--- config.mk ---
export PLATFORM = sky130hd
export DESIGN_NAME = pcint_ctrl
export DESIGN_NICKNAME = d
export VERILOG_FILES = /design/src/rtl/pcint_pkg.sv /design/src/rtl/pcint_pin_sync.sv /design/src/rtl/pcint_regfile.sv /design/src/rtl/pcint_group_flags.sv /design/src/rtl/pcint_prio.sv /design/src/rtl/pcint_ctrl.sv
export SDC_FILE = /design/constraint.sdc
export NUM_CORES = 1
export LEC_CHECK = 0
export BUFFER_PORTS_ARGS = -buffer_cell sky130_fd_sc_hd__buf_2
export CORE_UTILIZATION = 50
export DETAILED_ROUTE_END_ITERATION = 16
export GPL_ROUTABILITY_DRIVEN = 0
export PLACE_DENSITY = 0.77
export SYNTH_ARGS = -nofsm -noshare
export SYNTH_HDL_FRONTEND = slang
export SYNTH_HIERARCHICAL = 1
export SYNTH_SLANG_ARGS = --single-unit
--- constraint.sdc ---
create_clock -name clk -period 1.2 [get_ports clk]
set_clock_uncertainty 0.15 [all_clocks]
set_input_delay 0.18 -clock clk [delete_from_list [all_inputs] [get_ports clk]]
set_output_delay 0.18 -clock clk [all_outputs]
set_load 0.05 [all_outputs]
--- src/rtl/pcint_pkg.sv ---
package pcint_pkg;

  localparam int unsigned DEF_GROUPS  = 4;
  localparam int unsigned DEF_FULL_W  = 8;
  localparam int unsigned DEF_LAST_W  = 3;
  localparam int unsigned DEF_DATA_W  = 8;
  localparam int unsigned DEF_ADDR_W  = 3;

  localparam int unsigned OFS_FLAG      = 0;
  localparam int unsigned OFS_ENABLE    = 1;
  localparam int unsigned OFS_MASK_BASE = 2;

  function automatic int unsigned grp_width(int unsigned g, int unsigned ng,
                                            int unsigned fw, int unsigned lw);
    return (g == ng - 1) ? lw : fw;
  endfunction

  function automatic int unsigned grp_base(int unsigned g, int unsigned fw);
    return g * fw;
  endfunction

  function automatic int unsigned pin_total(int unsigned ng, int unsigned fw,
                                            int unsigned lw);
    return (ng - 1) * fw + lw;
  endfunction

  function automatic int unsigned idx_width(int unsigned ng);
    return (ng > 1) ? $clog2(ng) : 1;
  endfunction

endpackage

--- src/rtl/pcint_pin_sync.sv ---
module pcint_pin_sync #(
  parameter int unsigned N = 27
) (
  input  logic         clk,
  input  logic         rst_n,
  input  logic [N-1:0] pin_i,
  output logic [N-1:0] chg_o
);

  logic [N-1:0] stage1_q;
  logic [N-1:0] stage2_q;
  logic [N-1:0] prev_q;

  always_ff @(posedge clk or negedge rst_n) begin
    if (!rst_n) begin
      stage1_q <= '0;
      stage2_q <= '0;
      prev_q   <= '0;
    end else begin
      stage1_q <= pin_i;
      stage2_q <= stage1_q;
      prev_q   <= stage2_q;
    end
  end

  // one-cycle pulse on either edge of the synchronized level
  assign chg_o = stage2_q ^ prev_q;

endmodule

--- src/rtl/pcint_regfile.sv ---
module pcint_regfile
  import pcint_pkg::*;
#(
  parameter int unsigned NG = DEF_GROUPS,
  parameter int unsigned FW = DEF_FULL_W,
  parameter int unsigned LW = DEF_LAST_W,
  parameter int unsigned DW = DEF_DATA_W,
  parameter int unsigned AW = DEF_ADDR_W
) (
  input  logic                   clk,
  input  logic                   rst_n,
  input  logic                   we_i,
  input  logic [AW-1:0]          addr_i,
  input  logic [DW-1:0]          wdata_i,
  input  logic [NG-1:0]          flags_i,
  output logic [DW-1:0]          rdata_o,
  output logic [NG-1:0]          en_o,
  output logic [NG-1:0][FW-1:0]  mask_o,
  output logic [NG-1:0]          flag_clr_o
);

  logic sel_flag;
  logic sel_en;

  assign sel_flag = (addr_i == AW'(OFS_FLAG));
  assign sel_en   = (addr_i == AW'(OFS_ENABLE));

  // group enables: only NG bits exist
  logic [NG-1:0] en_q;
  always_ff @(posedge clk or negedge rst_n) begin
    if (!rst_n)                en_q <= '0;
    else if (we_i && sel_en)   en_q <= wdata_i[NG-1:0];
  end
  assign en_o = en_q;

  // write-one-to-clear strobe toward the flag logic
  assign flag_clr_o = (we_i && sel_flag) ? wdata_i[NG-1:0] : '0;

  // masks: one register per group, unimplemented bits held at 0
  for (genvar g = 0; g < NG; g++) begin : g_mask
    localparam int unsigned W = grp_width(g, NG, FW, LW);
    localparam logic [FW-1:0] KEEP = {FW{1'b1}} >> (FW - W);
    logic sel_m;
    logic [FW-1:0] m_q;

    assign sel_m = (addr_i == AW'(OFS_MASK_BASE + g));

    always_ff @(posedge clk or negedge rst_n) begin
      if (!rst_n)              m_q <= '0;
      else if (we_i && sel_m)  m_q <= wdata_i[FW-1:0] & KEEP;
    end
    assign mask_o[g] = m_q;
  end

  // read mux; undefined offsets return 0
  always_comb begin
    rdata_o = '0;
    if (sel_flag) rdata_o[NG-1:0] = flags_i;
    if (sel_en)   rdata_o[NG-1:0] = en_q;
    for (int unsigned g = 0; g < NG; g++) begin
      if (addr_i == AW'(OFS_MASK_BASE + g)) rdata_o[FW-1:0] = mask_o[g];
    end
  end

endmodule

--- src/rtl/pcint_group_flags.sv ---
module pcint_group_flags
  import pcint_pkg::*;
#(
  parameter int unsigned NG = DEF_GROUPS,
  parameter int unsigned FW = DEF_FULL_W,
  parameter int unsigned LW = DEF_LAST_W,
  localparam int unsigned NP = pin_total(NG, FW, LW)
) (
  input  logic                  clk,
  input  logic                  rst_n,
  input  logic [NP-1:0]         chg_i,
  input  logic [NG-1:0][FW-1:0] mask_i,
  input  logic [NG-1:0]         en_i,
  input  logic [NG-1:0]         clr_wr_i,
  input  logic [NG-1:0]         ack_i,
  input  logic                  gie_i,
  output logic [NG-1:0]         hit_o,
  output logic [NG-1:0]         flags_o,
  output logic [NG-1:0]         irq_o
);

  // gather each group's change pulses into a full-width lane
  for (genvar g = 0; g < NG; g++) begin : g_grp
    localparam int unsigned W    = grp_width(g, NG, FW, LW);
    localparam int unsigned BASE = grp_base(g, FW);
    logic [FW-1:0] lane;
    for (genvar b = 0; b < FW; b++) begin : g_bit
      if (b < W) begin : g_live
        assign lane[b] = chg_i[BASE + b];
      end else begin : g_dead
        assign lane[b] = 1'b0;
      end
    end
    assign hit_o[g] = en_i[g] & (|(lane & mask_i[g]));
  end

  logic [NG-1:0] flags_q;
  logic [NG-1:0] clr_any;

  assign clr_any = clr_wr_i | ack_i;

  // set has priority over any clear in the same cycle
  always_ff @(posedge clk or negedge rst_n) begin
    if (!rst_n) flags_q <= '0;
    else        flags_q <= (flags_q & ~clr_any) | hit_o;
  end

  assign flags_o = flags_q;
  assign irq_o   = flags_q & en_i & {NG{gie_i}};

endmodule

--- src/rtl/pcint_prio.sv ---
module pcint_prio
  import pcint_pkg::*;
#(
  parameter int unsigned NG = DEF_GROUPS,
  localparam int unsigned IW = idx_width(NG)
) (
  input  logic [NG-1:0] req_i,
  output logic          valid_o,
  output logic [IW-1:0] idx_o
);

  function automatic logic [IW-1:0] lowest_set(logic [NG-1:0] v);
    logic [IW-1:0] r;
    r = '0;
    for (int i = NG - 1; i >= 0; i--) begin
      if (v[i]) r = IW'(i);
    end
    return r;
  endfunction

  assign valid_o = |req_i;
  assign idx_o   = lowest_set(req_i);

endmodule

--- src/rtl/pcint_ctrl.sv ---
module pcint_ctrl
  import pcint_pkg::*;
#(
  parameter int unsigned NUM_GROUPS = DEF_GROUPS,
  parameter int unsigned FULL_W     = DEF_FULL_W,
  parameter int unsigned LAST_W     = DEF_LAST_W,
  parameter int unsigned DATA_W     = DEF_DATA_W,
  parameter int unsigned ADDR_W     = DEF_ADDR_W,
  localparam int unsigned NP        = pin_total(NUM_GROUPS, FULL_W, LAST_W),
  localparam int unsigned IW        = idx_width(NUM_GROUPS)
) (
  input  logic                  clk,
  input  logic                  rst_n,
  input  logic [NP-1:0]         pin_i,
  input  logic                  gie_i,
  input  logic [NUM_GROUPS-1:0] ack_i,
  input  logic                  reg_we_i,
  input  logic [ADDR_W-1:0]     reg_addr_i,
  input  logic [DATA_W-1:0]     reg_wdata_i,
  output logic [DATA_W-1:0]     reg_rdata_o,
  output logic [NUM_GROUPS-1:0] irq_o,
  output logic                  pend_valid_o,
  output logic [IW-1:0]         pend_idx_o
);

  // named internal events, observed by the bound checker
  logic [NP-1:0]                          chg_pulse;
  logic [NUM_GROUPS-1:0]                  grp_hit;
  logic [NUM_GROUPS-1:0]                  grp_flags;
  logic [NUM_GROUPS-1:0]                  grp_en;
  logic [NUM_GROUPS-1:0]                  flag_clr;
  logic [NUM_GROUPS-1:0][FULL_W-1:0]      grp_mask;

  pcint_pin_sync #(.N(NP)) u_sync (
    .clk   (clk),
    .rst_n (rst_n),
    .pin_i (pin_i),
    .chg_o (chg_pulse)
  );

  pcint_regfile #(
    .NG(NUM_GROUPS), .FW(FULL_W), .LW(LAST_W), .DW(DATA_W), .AW(ADDR_W)
  ) u_regs (
    .clk        (clk),
    .rst_n      (rst_n),
    .we_i       (reg_we_i),
    .addr_i     (reg_addr_i),
    .wdata_i    (reg_wdata_i),
    .flags_i    (grp_flags),
    .rdata_o    (reg_rdata_o),
    .en_o       (grp_en),
    .mask_o     (grp_mask),
    .flag_clr_o (flag_clr)
  );

  pcint_group_flags #(
    .NG(NUM_GROUPS), .FW(FULL_W), .LW(LAST_W)
  ) u_flags (
    .clk      (clk),
    .rst_n    (rst_n),
    .chg_i    (chg_pulse),
    .mask_i   (grp_mask),
    .en_i     (grp_en),
    .clr_wr_i (flag_clr),
    .ack_i    (ack_i),
    .gie_i    (gie_i),
    .hit_o    (grp_hit),
    .flags_o  (grp_flags),
    .irq_o    (irq_o)
  );

  pcint_prio #(.NG(NUM_GROUPS)) u_prio (
    .req_i   (irq_o),
    .valid_o (pend_valid_o),
    .idx_o   (pend_idx_o)
  );

endmodule

==> summary.json <==
{
  "status": {"value": "complete, but fails checks"},
  "violations_in_the_final_reports": {"value": "negative hold slack, negative setup slack"},
  "area_growth": {"value": 62.7, "unit": "%"},
  "worst-endpoint-required": {"value": 0.87, "unit": "ns"},
  "setup.worst_path.class": {"value": "flip-flop to primary output"},
  "cts.hold.buffers_added": {"value": 40},
  "chipHeight": {"value": 93.0, "unit": "um"},
  "overflow_left_after_global_routing": {"value": 0},
  "layout.cells.most_common": {"value": "dfrtp_1"},
  "cellLeakagePower": {"value": 0.00311, "unit": "uW"},
  "htree_num_levels": {"value": 4},
  "clock_sinks": {"value": 116},
  "cp-end-kind": {"value": "primary output"},
  "holdWs": {"value": -0.0862, "unit": "ns"},
  "slew_violations": {"value": 0},
  "drtPass1Iterations": {"value": 4},
  "critical_path.max_fanout": {"value": 3},
  "site_rows": {"value": 32},
  "timing.max_cap.violations": {"value": 0},
  "final_layout_size_suffix_gt1_share": {"value": 53.5, "unit": "%"},
  "synth.net_count": {"value": 312},
  "wire_length_of_the_first_global_routing_pass": {"value": 19300, "unit": "um"},
  "finalCritPeriodShare": {"value": 166, "unit": "%"},
  "timing_hold_violations_final": {"value": 13},
  "placeableCoreArea": {"value": 7850, "unit": "sq um"},
  "timing.critical_path.depth": {"value": 4},
  "ir_worst_vdd": {"value": 1.57, "unit": "mV"},
  "post-route-min-period": {"value": 1.99, "unit": "ns"},
  "drt-vias-per-instance": {"value": 5.55},
  "numCtsBuffers": {"value": 17},
  "worstHoldPathType": {"value": "primary input to asynchronous set/reset pin"},
  "antenna_cells": {"value": 0},
  "route.final.wire_length": {"value": 12800, "unit": "um"},
  "route.antenna.remaining_nets": {"value": 0},
  "first_iter_violations": {"value": 174},
  "io_buffers": {"value": 60},
  "critPathBufInv": {"value": 1},
  "clock_tree.root_cell": {"value": "clkbuf_8"},
  "path_delay_family": {"value": "flip-flops"},
  "synth.cell_area": {"value": 4140, "unit": "sq um"},
  "io_pins": {"value": 61},
  "setup_repair_after_global_routing_missed_its_margin": {"value": "true"},
  "total_power": {"value": 12800, "unit": "uW"},
  "critical-path-slowest-cell": {"value": "dfrtp_1"},
  "setup_viol": {"value": 21},
  "chipWidth": {"value": 93.0, "unit": "um"},
  "drc": {"value": 0},
  "netlist_instances": {"value": 266},
  "layout_common_cells": {"value": "dfrtp_1, buf_4, buf_2, dlygate4sd3_1, mux2_4"},
  "clock_tree_from_tritoncts": {"value": "yes"},
  "die_area": {"value": 8650, "unit": "sq um"},
  "cts.reportedPaths.clkPinSlew": {"value": 0.06, "unit": "ns"},
  "floorplan.initialDensity": {"value": 52.8, "unit": "%"},
  "power_per_cell_area": {"value": 1900, "unit": "nW/um^2"},
  "largest_net_degree_at_the_start_of_global_routing": {"value": 36},
  "num-nets-final": {"value": 491},
  "route.vias.total": {"value": 3110},
  "worst_slew_margin_rel": {"value": 61.0, "unit": "%"},
  "worst_path_largest_cell_delay": {"value": 0.40, "unit": "ns"},
  "groute.usage.overall": {"value": 32.0, "unit": "%"},
  "global_route.peak_usage_layer": {"value": "met2"},
  "clock_path_buffers": {"value": 2},
  "synth-warning-count": {"value": 6},
  "grt_use_met3": {"value": 9.51, "unit": "%"},
  "timing.fmax": {"value": 503, "unit": "MHz"},
  "first_global_vias": {"value": 3455},
  "cp_cell_sequence": {"value": "mux2_4 > o32ai_4 > a221oi_4 > buf_6"},
  "timing.final.ws_setup": {"value": -0.787, "unit": "ns"},
  "timing.critical_path.from_type": {"value": "flip-flop"},
  "worst-slew-pin-transition": {"value": 0.581, "unit": "ns"},
  "post-dp-hpwl": {"value": 6310, "unit": "um"},
  "avgRoutedWirePerCell": {"value": 22.9, "unit": "um"},
  "ff2ff_path_depth": {"value": 4},
  "avgSynthCellArea": {"value": 15.6, "unit": "sq um"},
  "global_route.usage.met1": {"value": 37.3, "unit": "%"},
  "crit_arrival": {"value": 1.66, "unit": "ns"},
  "insertion_delay": {"value": 0.52, "unit": "ns"},
  "grt_antenna_before_repair": {"value": 0},
  "grt_use_met2": {"value": 51.0, "unit": "%"}
}
layout make-up:
| class | instances | area [sq um] |
|---|---|---|
| Timing Repair Buffer | 165 | 1390 |
| Clock buffer | 17 | 414 |
| Sequential cell | 116 | 2910 |
| Fill cell | 325 | 1110 |
| Multi-Input combinational cell | 139 | 1670 |
| Tap cell | 102 | 128 |
| Clock inverter | 15 | 205 |
| Inverter | 6 | 22.5 |
through the flow:
stage | area, sq um | util, % | setup slack [ns] | instances | setup TNS [ns]
6_report | 6740 | 85.8 | -0.787 | 560 | -10.27
5_1_grt | 6740 | 85.8 | -0.827 | 560 | -11.05
4_1_cts | 6600 | 84.1 | -0.739 | 552 | -9.60
3_5_place_dp | 5310 | 67.6 | -0.445 | 469 | -16.66
3_3_place_gp | 5310 | 67.6 | -0.430 | 469 | -15.24
2_1_floorplan | 4560 | - | -0.309 | 266 | -4.76
layer usage:
metal / vias to the layer above / share of wire (%)
li1: 1303 / -
met1: 1566 / 36
met2: 177 / 51
met3: 64 / 7.7
met4: 0 / 5.5
met5: - / 0
flip-flops by register name, summed over array words and instances (netlist names):
register,cells
u_flags/flags_o,4
u_sync/stage1_q,27
u_sync/stage2_q,27
u_sync/prev_q,27
u_regs/en_o,4
u_regs/g_mask.m_q,27
repair_timing:
action / CTS / global route
endpoints found under the hold margin: 178 / 13
gates resized for setup: 48 / 20
endpoints found under the setup margin: 19 / 21
buffers inserted: 11 / 8
pin swaps: 17 / 16
where the power goes:
part	switching [uW]	internal, uW
registers	391	4340
logic	1350	1490
clock network	1870	3390
worst paths after layout:
kind	endpoint	start	slack [ns]
setup / recovery	reg_rdata_o[2]	u_flags/flags_o[2]	-0.79
hold / removal	u_sync/prev_q[9]	rst_n	-0.09
setup reg to reg	u_flags/flags_o[0]	u_sync/prev_q[0]	-0.26
hold reg to reg	u_sync/stage2_q[22]	u_sync/stage1_q[22]	0.19
max in group asynchronous	u_regs/en_o[0]	rst_n	0.53
min in group clk	u_regs/en_o[3]	reg_we_i	0.09
(Power assumes the default switching activity.)
